File: src/rtl/can_fc_pkg.sv
package can_fc_pkg;

  typedef enum logic [1:0] {
    FC_ACTIVE  = 2'b00,
    FC_PASSIVE = 2'b01,
    FC_BUSOFF  = 2'b10
  } fc_state_e;

  // decrement with a floor at zero
  function automatic int floor_dec(input int v);
    return (v > 0) ? v - 1 : 0;
  endfunction

  // either counter at or beyond the passive threshold
  function automatic logic hits_passive(input int tec, input int rec, input int lim);
    return (tec >= lim) || (rec >= lim);
  endfunction

  // both counters strictly below (threshold - 1)
  function automatic logic may_go_active(input int tec, input int rec, input int lim);
    return (tec < lim - 1) && (rec < lim - 1);
  endfunction

endpackage

File: src/rtl/can_fc_txcnt.sv
module can_fc_txcnt #(
  parameter int CNT_W    = 8,
  parameter int ERR_STEP = 8
) (
  input  logic             clk,
  input  logic             rst_n,
  input  logic             hold_i,
  input  logic             err_i,
  input  logic             ok_i,
  output logic [CNT_W-1:0] cnt_o,
  output logic [CNT_W-1:0] cnt_next_o,
  output logic             ovf_o
);
  import can_fc_pkg::*;

  localparam int CNT_MAX = (1 << CNT_W) - 1;

  logic [CNT_W-1:0] cnt_q;
  int               cur;

  assign cur   = int'(cnt_q);
  assign ovf_o = !hold_i && err_i && (cur + ERR_STEP > CNT_MAX);

  always_comb begin
    if (hold_i || ovf_o)
      cnt_next_o = '0;
    else if (err_i)
      cnt_next_o = CNT_W'(cur + ERR_STEP);
    else if (ok_i)
      cnt_next_o = CNT_W'(floor_dec(cur));
    else
      cnt_next_o = cnt_q;
  end

  always_ff @(posedge clk or negedge rst_n) begin
    if (!rst_n) cnt_q <= '0;
    else        cnt_q <= cnt_next_o;
  end

  assign cnt_o = cnt_q;

  p_tec_step_r2: assert property (@(posedge clk) disable iff (!rst_n)
    (err_i && !hold_i && !ovf_o) |=> int'(cnt_o) == int'($past(cnt_o)) + ERR_STEP);

  p_tec_dec_r2: assert property (@(posedge clk) disable iff (!rst_n)
    (ok_i && !err_i && !hold_i && cnt_o != '0) |=> int'(cnt_o) == int'($past(cnt_o)) - 1);

  p_tec_ovf_clear_r7: assert property (@(posedge clk) disable iff (!rst_n)
    ovf_o |=> cnt_o == '0);

endmodule

File: src/rtl/can_fc_rxcnt.sv
module can_fc_rxcnt #(
  parameter int CNT_W       = 8,
  parameter int ERR_STEP    = 1,
  parameter int PASSIVE_LIM = 128,
  parameter int RELOAD      = 120
) (
  input  logic             clk,
  input  logic             rst_n,
  input  logic             clr_i,
  input  logic             err_i,
  input  logic             ok_i,
  output logic [CNT_W-1:0] cnt_o,
  output logic [CNT_W-1:0] cnt_next_o
);
  import can_fc_pkg::*;

  logic [CNT_W-1:0] cnt_q;
  int               cur;
  logic             reload_evt;

  assign cur        = int'(cnt_q);
  assign reload_evt = !clr_i && !err_i && ok_i && (cur >= PASSIVE_LIM);

  always_comb begin
    if (clr_i)
      cnt_next_o = '0;
    else if (err_i)
      cnt_next_o = (cur < PASSIVE_LIM) ? CNT_W'(cur + ERR_STEP) : cnt_q;
    else if (reload_evt)
      cnt_next_o = CNT_W'(RELOAD);
    else if (ok_i)
      cnt_next_o = CNT_W'(floor_dec(cur));
    else
      cnt_next_o = cnt_q;
  end

  always_ff @(posedge clk or negedge rst_n) begin
    if (!rst_n) cnt_q <= '0;
    else        cnt_q <= cnt_next_o;
  end

  assign cnt_o = cnt_q;

  p_rec_cap_r3: assert property (@(posedge clk) disable iff (!rst_n)
    int'(cnt_o) <= PASSIVE_LIM + ERR_STEP - 1);

  p_rec_reload_r4: assert property (@(posedge clk) disable iff (!rst_n)
    reload_evt |=> int'(cnt_o) == RELOAD);

endmodule

File: src/rtl/can_fc_recov.sv
module can_fc_recov #(
  parameter int RUNS = 128
) (
  input  logic clk,
  input  logic rst_n,
  input  logic arm_i,
  input  logic active_i,
  input  logic run_i,
  output logic done_o
);
  localparam int RW = (RUNS > 1) ? $clog2(RUNS) : 1;

  logic [RW-1:0] runs_q;

  assign done_o = active_i && run_i && (int'(runs_q) == RUNS - 1);

  always_ff @(posedge clk or negedge rst_n) begin
    if (!rst_n)
      runs_q <= '0;
    else if (arm_i || done_o)
      runs_q <= '0;
    else if (active_i && run_i)
      runs_q <= runs_q + 1'b1;
  end

  p_recov_arm_r9: assert property (@(posedge clk) disable iff (!rst_n)
    arm_i |=> runs_q == '0);

  p_recov_idle_r8: assert property (@(posedge clk) disable iff (!rst_n)
    (!active_i && !arm_i) |=> $stable(runs_q));

endmodule

File: src/rtl/can_fault_conf.sv
module can_fault_conf #(
  parameter int CNT_W       = 8,
  parameter int TX_ERR_STEP = 8,
  parameter int RX_ERR_STEP = 1,
  parameter int PASSIVE_LIM = 128,
  parameter int RX_RELOAD   = 120,
  parameter int RECOV_RUNS  = 128
) (
  input  logic             clk,
  input  logic             rst_n,
  input  logic             tx_err_i,
  input  logic             rx_err_i,
  input  logic             tx_ok_i,
  input  logic             rx_ok_i,
  input  logic             idle_run_i,
  output logic [CNT_W-1:0] tec_o,
  output logic [CNT_W-1:0] rec_o,
  output logic [1:0]       fc_state_o,
  output logic             tx_block_o,
  output logic             busoff_evt_o,
  output logic             state_chg_o
);
  import can_fc_pkg::*;

  fc_state_e        state_q, state_d;
  logic             in_busoff;
  logic             tx_ovf;
  logic             rx_clr;
  logic             recov_done;
  logic [CNT_W-1:0] tec_next, rec_next;
  logic             evt_q, chg_q;

  assign in_busoff = (state_q == FC_BUSOFF);
  assign rx_clr    = in_busoff || tx_ovf;

  can_fc_txcnt #(.CNT_W(CNT_W), .ERR_STEP(TX_ERR_STEP)) u_tx (
    .clk(clk), .rst_n(rst_n), .hold_i(in_busoff), .err_i(tx_err_i), .ok_i(tx_ok_i),
    .cnt_o(tec_o), .cnt_next_o(tec_next), .ovf_o(tx_ovf)
  );

  can_fc_rxcnt #(.CNT_W(CNT_W), .ERR_STEP(RX_ERR_STEP), .PASSIVE_LIM(PASSIVE_LIM),
                 .RELOAD(RX_RELOAD)) u_rx (
    .clk(clk), .rst_n(rst_n), .clr_i(rx_clr), .err_i(rx_err_i), .ok_i(rx_ok_i),
    .cnt_o(rec_o), .cnt_next_o(rec_next)
  );

  can_fc_recov #(.RUNS(RECOV_RUNS)) u_recov (
    .clk(clk), .rst_n(rst_n), .arm_i(tx_ovf), .active_i(in_busoff), .run_i(idle_run_i),
    .done_o(recov_done)
  );

  always_comb begin
    state_d = state_q;
    if (in_busoff) begin
      if (recov_done) state_d = FC_ACTIVE;
    end else if (tx_ovf) begin
      state_d = FC_BUSOFF;
    end else if (hits_passive(int'(tec_next), int'(rec_next), PASSIVE_LIM)) begin
      state_d = FC_PASSIVE;
    end else if (state_q == FC_PASSIVE &&
                 may_go_active(int'(tec_next), int'(rec_next), PASSIVE_LIM)) begin
      state_d = FC_ACTIVE;
    end
  end

  always_ff @(posedge clk or negedge rst_n) begin
    if (!rst_n) begin
      state_q <= FC_ACTIVE;
      evt_q   <= 1'b0;
      chg_q   <= 1'b0;
    end else begin
      state_q <= state_d;
      evt_q   <= tx_ovf;
      chg_q   <= (state_d != state_q);
    end
  end

  assign fc_state_o   = state_q;
  assign tx_block_o   = in_busoff;
  assign busoff_evt_o = evt_q;
  assign state_chg_o  = chg_q;

  p_passive_r5: assert property (@(posedge clk) disable iff (!rst_n)
    (!tx_block_o && (int'(tec_o) >= PASSIVE_LIM || int'(rec_o) >= PASSIVE_LIM))
      |-> fc_state_o == 2'b01);

  p_active_bound_r6: assert property (@(posedge clk) disable iff (!rst_n)
    (fc_state_o == 2'b00) |-> (int'(tec_o) < PASSIVE_LIM && int'(rec_o) < PASSIVE_LIM));

  p_entry_r7: assert property (@(posedge clk) disable iff (!rst_n)
    tx_ovf |=> (tx_block_o && busoff_evt_o));

  p_busoff_zero_r8: assert property (@(posedge clk) disable iff (!rst_n)
    tx_block_o |-> (tec_o == '0 && rec_o == '0));

  p_exit_r9: assert property (@(posedge clk) disable iff (!rst_n)
    recov_done |=> (fc_state_o == 2'b00 && state_chg_o));

  p_evt_single_r10: assert property (@(posedge clk) disable iff (!rst_n)
    busoff_evt_o |=> !busoff_evt_o);

  p_chg_r11: assert property (@(posedge clk) disable iff (!rst_n)
    state_chg_o |-> fc_state_o != $past(fc_state_o));

endmodule

File: config.mk
export PLATFORM = sky130hd
export DESIGN_NAME = can_fault_conf
export DESIGN_NICKNAME = d
export VERILOG_FILES = /design/src/rtl/can_fc_pkg.sv /design/src/rtl/can_fc_txcnt.sv /design/src/rtl/can_fc_rxcnt.sv /design/src/rtl/can_fc_recov.sv /design/src/rtl/can_fault_conf.sv
export SDC_FILE = /design/constraint.sdc
export NUM_CORES = 1
export LEC_CHECK = 0
export BUFFER_PORTS_ARGS = -buffer_cell sky130_fd_sc_hd__buf_2
export CORE_MARGIN = 2
export CORE_UTILIZATION = 45
export DETAILED_ROUTE_END_ITERATION = 10
export HOLD_SLACK_MARGIN = 0.05
export PLACE_DENSITY = 0.74
export SETUP_SLACK_MARGIN = 0.4
export SYNTH_ARGS = -nofsm -noshare
export SYNTH_HDL_FRONTEND = slang
export SYNTH_HIERARCHICAL = 1
export SYNTH_SLANG_ARGS = --single-unit
File: constraint.sdc
create_clock -name clk -period 4.4 [get_ports clk]
set_clock_uncertainty 0.1 [all_clocks]
set_input_delay 0.66 -clock clk [delete_from_list [all_inputs] [get_ports clk]]
set_output_delay 0.66 -clock clk [all_outputs]
set_load 0.005 [all_outputs]
; Yosys cells after proc, flatten, opt, wreduce, memory -nomap -nowiden
; Cells that the tools add are included.
; W data, S select, Z words.
[totals]
register_bits = 27
latchBits = 0
mem_bits_rw = 0
rom_bits = 0
in_bits = 7
wordCells = 57
n_memories = 0
[classes]
add_sub_neg = 5
multipliers = 0
div = 0
n_lt_le_gt_ge = 9
eq_ne = 4
shift = 0
mux = 17
bitwise = 0
n_reduce_logical = 16
[op_table]
columns = op, count
row1 = $mux W8, 10
row2 = $gt A32 B9 Y1 const B, 1
row3 = $ge A8 B8 Y1 const B, 3
row4 = $gt A8 B1 Y1 const B, 2
row5 = $lt A8 B7 Y1 const B, 2
row6 = $sub A8 B1 Y8 const B, 2
row7 = $mux W7, 2
row8 = $mux W2, 5
row9 = $add A8 B4 Y9 const B, 1
row10 = $logic_and A1 B1 Y1, 9
row11 = $add A8 B1 Y8 const B, 1
row12 = $lt A8 B8 Y1 const B, 1
row13 = $add A7 B1 Y7 const B, 1
row14 = $eq A7 B1 Y1 const B, 1
row15 = $logic_not A1 Y1, 3
row16 = $logic_or A1 B1 Y1, 3
row17 = $eq A2 B1 Y1 const B, 1
row18 = $eq A2 B2 Y1 const B, 1
row19 = $ne A2 B2 Y1, 1
row20 = $reduce_bool A2 Y1, 1

; Logic depth before layout (Yosys ltp)
; Gate-level depths: netlist (run 1).
[logic_depth]
word_depth = 20
mapped_depth = 16
depth_no_buf = 15

; Cells and area by module
; The synthesis (run 1) kept the hierarchy.
[modules_own_cells]
columns = module, instances, cells_per_inst, area_each_um2, seq_area_each_um2
row1 = can_fc_txcnt, 1, 82, 803.3, 200.2
row2 = can_fc_rxcnt, 1, 78, 748.2, 200.2
row3 = can_fc_recov, 1, 40, 367.9, 175.2
row4 = can_fault_conf, 1, 25, 239.0, 100.1

; Least setup slack after synthesis (run 1)
; OpenSTA, ideal clock, no wires.
[synth_timing]
kind = register to register
startpoint = register u_tx.cnt_q[4] (netlist: u_tx/cnt_o[4])
endpoint = register chg_q (netlist: state_chg_o)
setup_time_ns = 0.119
t_arrival_ns = 2.996
slack_ns = 1.185
stages_incl_launch_ff = 17
path_buffers = 1
period_less_slack_ns = 3.215
cell_sequence = dfrtp_1 inv_1 ha_1 nand3b_1 nand4_2 o21ai_4 and2_1 or2_1 buf_6 inv_1 a31oi_2 a32oi_1 nor2_1 nand4_1 nor2_2 nor3_4 o21a_1
[synth_via]
elab_chain_len = 19
word_cells_on_any_way = 29
cone_classes = add/sub (2) / order compare (6) / eq/ne (1) / mux (11) / reduce/logical (9)
[synth_lines]
columns = item, line_no
row1 = start: declaration, can_fc_txcnt.sv:18  ; logic [CNT_W-1:0] cnt_q;
row2 = start signal: assignment, can_fc_txcnt.sv:37  ; else cnt_q <= cnt_next_o;
row3 = $add A8 B4 Y9 (*), can_fc_txcnt.sv:22  ; assign ovf_o = !hold_i && err_i && (cur + ERR_STEP > CNT_MAX);
row4 = $gt A32 B9 Y1 (*), can_fc_txcnt.sv:22
row5 = $logic_and A1 B1 Y1 (*), can_fc_txcnt.sv:22
row6 = named net tx_ovf, can_fault_conf.sv:27  ; logic tx_ovf;
row7 = $logic_or A1 B1 Y1 (*), can_fault_conf.sv:34  ; assign rx_clr = in_busoff || tx_ovf;
row8 = named net rx_clr, can_fault_conf.sv:28  ; logic rx_clr;
row9 = $logic_not A1 Y1, can_fc_rxcnt.sv:22  ; assign reload_evt = !clr_i && !err_i && ok_i && (cur >= PASSIVE_LIM);
row10 = $logic_and A1 B1 Y1 (3 in series), can_fc_rxcnt.sv:22
row11 = [... 3 more ...], --
row12 = named net rec_next[1], can_fault_conf.sv:30  ; logic [CNT_W-1:0] tec_next, rec_next;
row13 = $lt A8 B7 Y1, can_fc_pkg.sv:21  ; return (tec < lim - 1) && (rec < lim - 1);
row14 = $logic_and A1 B1 Y1, can_fc_pkg.sv:21
row15 = $logic_and A1 B1 Y1, can_fault_conf.sv:60  ; end else if (state_q == FC_PASSIVE &&
row16 = $mux W2, can_fault_conf.sv:60
row17 = $mux W2 (*), can_fault_conf.sv:58  ; end else if (hits_passive(int'(tec_next), int'(rec_next), PASSIVE_LIM)) begin
row18 = $mux W2 (*), can_fault_conf.sv:56  ; end else if (tx_ovf) begin
row19 = $mux W2 (*), can_fault_conf.sv:54  ; if (in_busoff) begin
row20 = $ne A2 B2 Y1 (*), can_fault_conf.sv:74  ; chg_q <= (state_d != state_q);
row21 = end signal: assignment, can_fault_conf.sv:74
row22 = end: declaration, can_fault_conf.sv:31  ; logic evt_q, chg_q;
; The timed path passes the listed nets; every way through them passes the cells marked *.
; A chain may end at the register's enable or synchronous reset.

; Final worst setup path (run 1)
[layout_timing]
startpoint = register u_tx.cnt_q[4] (netlist: u_tx/cnt_o[4])
endpoint = register state_q[0] (netlist: fc_state_o[0])
[layout_via]
elab_chain_len = 18
word_cells_on_any_way = 28
cone_classes = add/sub (2) / order compare (6) / mux (11) / reduce/logical (9)
[layout_lines]
columns = item, line_no
row1 = $add A8 B4 Y9 (*), can_fc_txcnt.sv:22
row2 = $gt A32 B9 Y1 (*), can_fc_txcnt.sv:22
row3 = $logic_and A1 B1 Y1 (*), can_fc_txcnt.sv:22
row4 = named net tx_ovf, can_fault_conf.sv:27
row5 = $logic_or A1 B1 Y1 (*), can_fault_conf.sv:34
row6 = named net rx_clr, can_fault_conf.sv:28
row7 = $logic_not A1 Y1, can_fc_rxcnt.sv:22
row8 = $logic_and A1 B1 Y1 (3 in series), can_fc_rxcnt.sv:22
row9 = [... 3 more ...], --
row10 = named net rec_next[1], can_fault_conf.sv:30
row11 = $lt A8 B7 Y1, can_fc_pkg.sv:21
row12 = $logic_and A1 B1 Y1, can_fc_pkg.sv:21
row13 = $logic_and A1 B1 Y1, can_fault_conf.sv:60
row14 = $mux W2, can_fault_conf.sv:60
row15 = $mux W2 (*), can_fault_conf.sv:58
row16 = $mux W2 (*), can_fault_conf.sv:56
row17 = $mux W2 (*), can_fault_conf.sv:54
row18 = named net state_d[0], can_fault_conf.sv:25  ; fc_state_e state_q, state_d;
row19 = end signal: assignment, can_fault_conf.sv:72  ; state_q <= state_d;
row20 = end: declaration, can_fault_conf.sv:25
; Marks and branches as above.

==> key figures, run 1 <==
Final layout
  – Layout cell share with drive strength beyond 1: 27.3%
  – Area taken by multi-input logic gates: 1330 sq um
  – Final core occ: 49.6%
  – Register area: 676 sq um
  – ANT cells: 0
  – Fillcell total: 438
  – Area delta synth->final: 7.01%
  – Layout net count: 263

CTS
  – H-tree levels: 1
  – Clk buf depth: 2
  – Num CTS Buffers: 3
  – CTS tree: built
  – Clock transition at path regs: 0.09 ns
  – Clock Root Buffer: clkbuf_8
  – CTS sink cnt: 27
  – # Post-CTS Setup Buffers: 0
  – Worst-Skew Late Latency: 0.27 ns
  – Post-CTS Hold Fix Bufs: 0
  – # resized after CTS: 0

Timing
  – # setup viols final: 0
  – Final Max Slew Viols: 0
  – Slew margin rel.: 60.8%
  – Final hold vios: 0
  – Total negative slack: 0 ns
  – RSZ-0062 raised after global routing: false
  – Fmax: 276 MHz
  – Post-route clock period utilization: 82.4%
  – Crit path time final: 3.62 ns
  – Tightest Pin Transition: 0.589 ns

Synth
  – YS warnings: 6
  – Yosys cell types: 75
  – Asr flop ratio synth: 100%
  – Synth Area per Inst: 9.59 sq um
  – Number of flops mapped to enable cells by yosys: 0
  – Cells after Synth: 225
  – Sequential-to-total area share from yosys stat: 31.3%
  – Most used DFF post-synth: dfrtp_1
  – Yosys reg bits: 27
  – Net Count, Synth: 242
  – Mapped cell area: 2160 sq um

Route
  – Via count: 1824
  – Final WL: 4.59 mm
  – # DRC: 0
  – DR vias/cell: 6.10
  – ANT nets after route: 0
  – Drt wl/cell: 15.4 um
  – Pre-antenna DRT Iters: 4
  – Iter 0 DRT Violations: 176

Power
  – Sw Ratio: 45.5%
  – Static leakage: 0.920 nW
  – Cell Int Power: 0.691 mW
  – Clk network pwr share: 11.1%
  – Gate power share: 48.8%
  – Sw power: 0.578 mW
  – Part of the power in registers: 40.1%
  – Power Density: 549 nW/um^2
  – VDD IR max: 0.264 mV

Placement
  – Number of port buffers: 27
  – DPL Wire Length: 3.41 mm
  – Routability-driven placement congestion ratio: 0.980

Global routing
  – Largest net degree at the start of global routing: 28
  – Antenna violations before repair: 0
  – Vias in the first global route: 1641
  – GRT Util Overall: 18.0%
  – Gr ovfl total: 0
  – First-pass GRT wire length: 7.82 mm

Floorplanning
  – Full die area: 5370 sq um
  – Initial core utilization: 46.3%
  – Core area: 4660 sq um
  – IO Count: 28
  – Die height: 73.3 um
  – Die Width: 73.3 um
  – Row Count: 25

Worst setup path
  – Critical path startpoint category: flop
  – CP max FO: 11
  – CP Class: reg -> reg
  – CP arrival: 3.71 ns
  – R2R depth: 14
  – CP Capture Type: flop
  – Req. time, crit path: 4.49 ns
  – R2r setup slk: 0.78 ns

Flow run
  – Max-Cap Viols: 0

Hold path
  – Worst min-delay path class: in -> async

Run status
  – Status: completed
final cells by class:
| class | instances | share of cell area, % |
|---|---|---|
| tap | 54 | 2.93 |
| inverter | 11 | 1.79 |
| multi-input combinational | 175 | 57.7 |
| clock inverter | 1 | 0.325 |
| timing repair buffer | 28 | 6.18 |
| sequential | 27 | 29.3 |
| clock buffer | 3 | 1.79 |
worst paths after layout:
check                                         startpoint                             to
setup reg to reg                 u_tx/cnt_o[4]$_DFF_PN0_        fc_state_o[0]$_DFF_PN0_
hold / removal                                     rst_n  u_recov/runs_q[4]$_DFFE_PN0P_
min in group clk           u_recov/runs_q[0]$_DFFE_PN0P_  u_recov/runs_q[0]$_DFFE_PN0P_
hold reg to reg            u_recov/runs_q[0]$_DFFE_PN0P_  u_recov/runs_q[0]$_DFFE_PN0P_
max in group asynchronous                          rst_n        u_tx/cnt_o[5]$_DFF_PN0_
setup / recovery                 u_tx/cnt_o[4]$_DFF_PN0_        fc_state_o[0]$_DFF_PN0_
sequential cells by signal, summed over array words and instances (netlist names):
name            cells
u_tx/cnt_o          8
state_chg_o         1
busoff_evt_o        1
u_recov/runs_q      7
fc_state_o          2
u_rx/cnt_o          8
logic make-up (layout without fill, tap and decap cells):
logic type / count (synthesis) / in the layout / synth area share, %
muxes: 3 / 3 / 1.45
and+or+nand+nor: 93 / 93 / 28.9
DFF: 27 / 27 / 31.3
buffers and inverters: 23 / 43 / 7.01
adders and majority gates: 10 / 10 / 5.80
xor gates and xnor gates: 10 / 10 / 4.93
AOI/OAI and AO/OA: 59 / 59 / 20.6
placed cells by master (no fill, tap or decap), drive strengths merged, types with 3 or more instances in the layout:
master,n
buf,28
dfrtp,27
nor2,16
a21oi,15
nand2,14
o21ai,12
inv,11
nand3,10
ha,10
nand4,8
a221oi,8
or3,7
xor2,6
nor3,6
a31oi,5
nor2b,4
xnor2,4
nor4,4
nand3b,3
clkbuf,3
a32oi,3
or2,3
nor4b,3
power groups by stage:
stage,combinational [mW],clock (mW),sequential [mW]
2_1_floorplan,0.537,0,0.439
3_3_place_gp,0.608,0,0.508
3_5_place_dp,0.613,0,0.511
4_1_cts,0.617,0.149,0.506
5_1_grt,0.694,0.158,0.530
6_report,0.619,0.141,0.509
metal layers:
metal,track usage [%],part of all wire (%),vias to the layer above
met5,0,0,-
met4,2.26,0.22,0
met3,3.57,4.2,2
met2,27.8,49,38
met1,26.8,47,890
li1,-,-,894
through the flow:
| stage | area [sq um] | setup slack, ns | cells | power (mW) | hold WS, ns |
|---|---|---|---|---|---|
| floorplan | 2160 | 1.19 | 225 | 0.976 | 0.264 |
| global route | 2310 | 0.498 | 299 | 1.38 | 0.330 |
| CTS | 2310 | 0.661 | 299 | 1.27 | 0.289 |
| global placement | 2260 | 0.810 | 295 | 1.12 | 0.416 |
| finish | 2310 | 0.776 | 299 | 1.27 | 0.277 |
| detailed placement | 2260 | 0.698 | 295 | 1.12 | 0.413 |
cell usage after synthesis (all sizes together) (4+ instances only):
cell type | count | area, sq um
dfrtp | 27 | 676
nor2 | 16 | 70.1
o21ai | 12 | 71.3
xnor2 | 4 | 53.8
inv | 11 | 41.3
nand4 | 8 | 56.3
or3 | 7 | 57.6
nor2b | 4 | 27.5
nor4 | 4 | 37.5
a31oi | 5 | 37.5
a21oi | 15 | 78.8
buf | 10 | 82.6
nand2 | 14 | 52.6
nand3 | 10 | 50.1
ha | 10 | 125
xor2 | 6 | 52.6
a221oi | 8 | 82.6
nor3 | 6 | 46.3
critical path, stage by stage, from the launching register on:
cell and delay (ns):
dfrtp_1 0.50, ha_1 0.29, xor2_1 0.21, nand4_2 0.22
o21ai_4 0.29, and2_1 0.38, or2_4 0.27, inv_1 0.08
a31oi_2 0.34, a32oi_1 0.16, nor2_1 0.14, nand4_1 0.12
nor2_2 0.18, nor3_4 0.06, nor3_1 0.19
No activity file was read; power rests on OpenSTA's default activity.
==> inputs of run 2 (changes only) <==
--- a/config.mk
+++ b/config.mk
@@ -10,7 +10,7 @@
 export CORE_UTILIZATION = 45
 export DETAILED_ROUTE_END_ITERATION = 10
 export HOLD_SLACK_MARGIN = 0.05
-export PLACE_DENSITY = 0.74
+export PLACE_DENSITY = 0.76
 export SETUP_SLACK_MARGIN = 0.4
 export SYNTH_ARGS = -nofsm -noshare
 export SYNTH_HDL_FRONTEND = slang
==> constraint.sdc (replaced) <==
create_clock -name clk -period 3.2 [get_ports clk]
set_clock_uncertainty 0.1 [all_clocks]
set_input_delay 0.48 -clock clk [delete_from_list [all_inputs] [get_ports clk]]
set_output_delay 0.48 -clock clk [all_outputs]
set_load 0.005 [all_outputs]
==> run 2 against run 1 <==
Critical path depth stayed put. Global-route usage is 1.9 points higher. Clock power is 40% higher. Sequential share of layout area is 3.3 points lower. First-iteration DRC count is 8.5% lower. Register-to-register slack worse by 0.46 ns. Combinational power is 86% higher.
==> key figures, run 2 (synthesis gave the netlist of run 1 again) <==
CTS
  – Num CTS Buffers: 3
  – Clock Root Buffer: clkbuf_8
  – CTS tree: built
  – Clk buf depth: 2
  – Worst-Skew Late Latency: 0.27 ns
  – H-tree levels: 1
  – CTS sink cnt: 27
  – Clock transition at path regs: 0.10 ns

Global routing
  – Gr ovfl total: 0
  – First-pass GRT wire length: 8.56 mm
  – GRT Max-Usage Layer: met2
  – Antenna violations before repair: 0
  – Vias in the first global route: 1829
  – Met3 GRT Util: 3.57%
  – Met2 usage: 33.5%
  – GRT Util Overall: 19.9%
  – Largest net degree at the start of global routing: 28
  – Grt met1 use: 27.2%

Floorplanning
  – Die Width: 73.3 um
  – Initial core utilization: 46.3%
  – IO Count: 28
  – Row Count: 25
  – Full die area: 5370 sq um
  – Die height: 73.3 um
  – Core area: 4660 sq um

Worst setup path
  – Req. time, crit path: 3.27 ns
  – Crit path cell chain: buf_4 > and3_4 > xnor2_4 > o21ai_4 > and2_4 > or2_4 > inv_2 > a31oi_4 > buf_6 > a221oi_4 > nand3_2 > nor2_4 > nor3_4 > o21a_1
  – Reg-to-reg endpoint: state_chg_o$_DFF_PN0_
  – CP Class: reg -> reg
  – R2R depth: 14
  – Critical path startpoint category: flop
  – CP Capture Type: flop
  – CP max stage delay: 0.45 ns
  – CP max-delay cell: dfrtp_2
  – CP arrival: 2.96 ns
  – CP max FO: 6
  – R2r setup slk: 0.31 ns
  – Reg-to-reg startpoint: u_tx/cnt_o[3]$_DFF_PN0_

Route
  – ANT nets after route: 0
  – Final WL: 5.16 mm
  – Drt wl/cell: 16.1 um
  – Pre-antenna DRT Iters: 4
  – DR vias/cell: 5.98
  – Via count: 1921
  – # DRC: 0
  – Iter 0 DRT Violations: 161

Power
  – Sw Ratio: 44.6%
  – Power Density: 776 nW/um^2
  – Cell Int Power: 1.12 mW
  – Tot Pwr: 2.03 mW
  – Static leakage: 1.05 nW
  – Gate power share: 56.6%
  – Clk network pwr share: 9.7%
  – VDD IR max: 0.303 mV
  – Part of the power in registers: 33.7%
  – Sw power: 0.905 mW

Timing
  – RSZ-0062 raised after global routing: true
  – Slew margin rel.: 59.1%
  – Tightest Pin Transition: 0.614 ns
  – Fmax: 346 MHz
  – Final Max Slew Viols: 0
  – Final hold vios: 0
  – Total negative slack: 0 ns
  – # setup viols final: 0
  – Crit path time final: 2.89 ns
  – Post-route clock period utilization: 90.3%

Final layout
  – Final core occ: 56.1%
  – Layout net count: 285
  – Most common cell after layout, fill and taps aside: buf_2
  – ANT cells: 0
  – Layout cell share with drive strength beyond 1: 39.7%
  – Most frequent cells in the layout: buf_2 (27), dfrtp_1 (25), buf_4 (21)
  – Area delta synth->final: 21.1%

Placement
  – Routability-driven placement congestion ratio: 0.901
  – DPL Wire Length: 3.57 mm
  – Number of port buffers: 27

Hold path
  – Worst min-delay path class: in -> async

Flow run
  – Max-Cap Viols: 0

Run status
  – Status: completed
run 2: cell count changes in the layout (fill, tap and decap cells not counted), sizes merged:
cell,before,now
buf,28,50
run 2: per-stage QoR:
| step | cell area [sq um] | std cells | setup slack (ns) | hold slack, ns |
|---|---|---|---|---|
| after floorplan | 2200 | 225 | 0.288 | 0.0844 |
| after global placement | 2340 | 301 | 0.229 | 0.412 |
| after detailed placement | 2340 | 301 | 0.180 | 0.414 |
| final | 2610 | 321 | 0.312 | 0.101 |
| after global routing | 2610 | 321 | 0.209 | 0.142 |
| after CTS | 2510 | 315 | 0.357 | 0.126 |
run 2: worst max-delay path by stage:
| stage | from | endpoint | slack [ns] |
|---|---|---|---|
| final | u_tx/cnt_o[3]$_DFF_PN0_ | state_chg_o$_DFF_PN0_ | 0.31 |
| after global routing | u_tx/cnt_o[3]$_DFF_PN0_ | state_chg_o$_DFF_PN0_ | 0.21 |
| after CTS | u_tx/cnt_o[3]$_DFF_PN0_ | state_chg_o$_DFF_PN0_ | 0.36 |
| after detailed placement | u_tx/cnt_o[3]$_DFF_PN0_ | state_chg_o$_DFF_PN0_ | 0.18 |
| after global placement | u_tx/cnt_o[4]$_DFF_PN0_ | state_chg_o$_DFF_PN0_ | 0.23 |
| after floorplan | u_tx/cnt_o[3]$_DFF_PN0_ | state_chg_o$_DFF_PN0_ | 0.29 |
run 2: power groups by stage:
stage / clock [mW] / sequential [mW] / combinational [mW]
after floorplan: 0 / 0.607 / 0.769
after CTS: 0.204 / 0.675 / 1.04
final: 0.197 / 0.684 / 1.15
after global placement: 0 / 0.689 / 0.904
after global routing: 0.220 / 0.715 / 1.27
after detailed placement: 0 / 0.692 / 0.918
run 2: area by class of cell:
type / count / area (sq um)
tap: 54 / 67.6
clock buffer: 3 / 41.3
multi-input combinational: 175 / 1460
timing repair buffer: 50 / 315
fill: 397 / 2050
sequential: 27 / 678
clock inverter: 1 / 7.51
inverter: 11 / 43.8
run 2: repair_timing:
action,CTS,global route
pin swaps,10,7
setup endpoints to repair,2,2
buffers inserted,10,6
resized for setup,7,10
hold buffers,0,0
run 2: critical path: cells and delay by family, from the launching register on:
kind / cells / cell delay [ns]
xor+xnor: 1 / 0.19
buf+inv: 3 / 0.39
flops: 1 / 0.45
compound gates: 4 / 0.72
simple gates: 6 / 0.95
run 2: metal layers:
layer / vias up / wire length (um)
met1: 919 / 2320
met3: 4 / 305
met4: 0 / 27
met2: 66 / 2510
li1: 932 / -
met5: - / 0
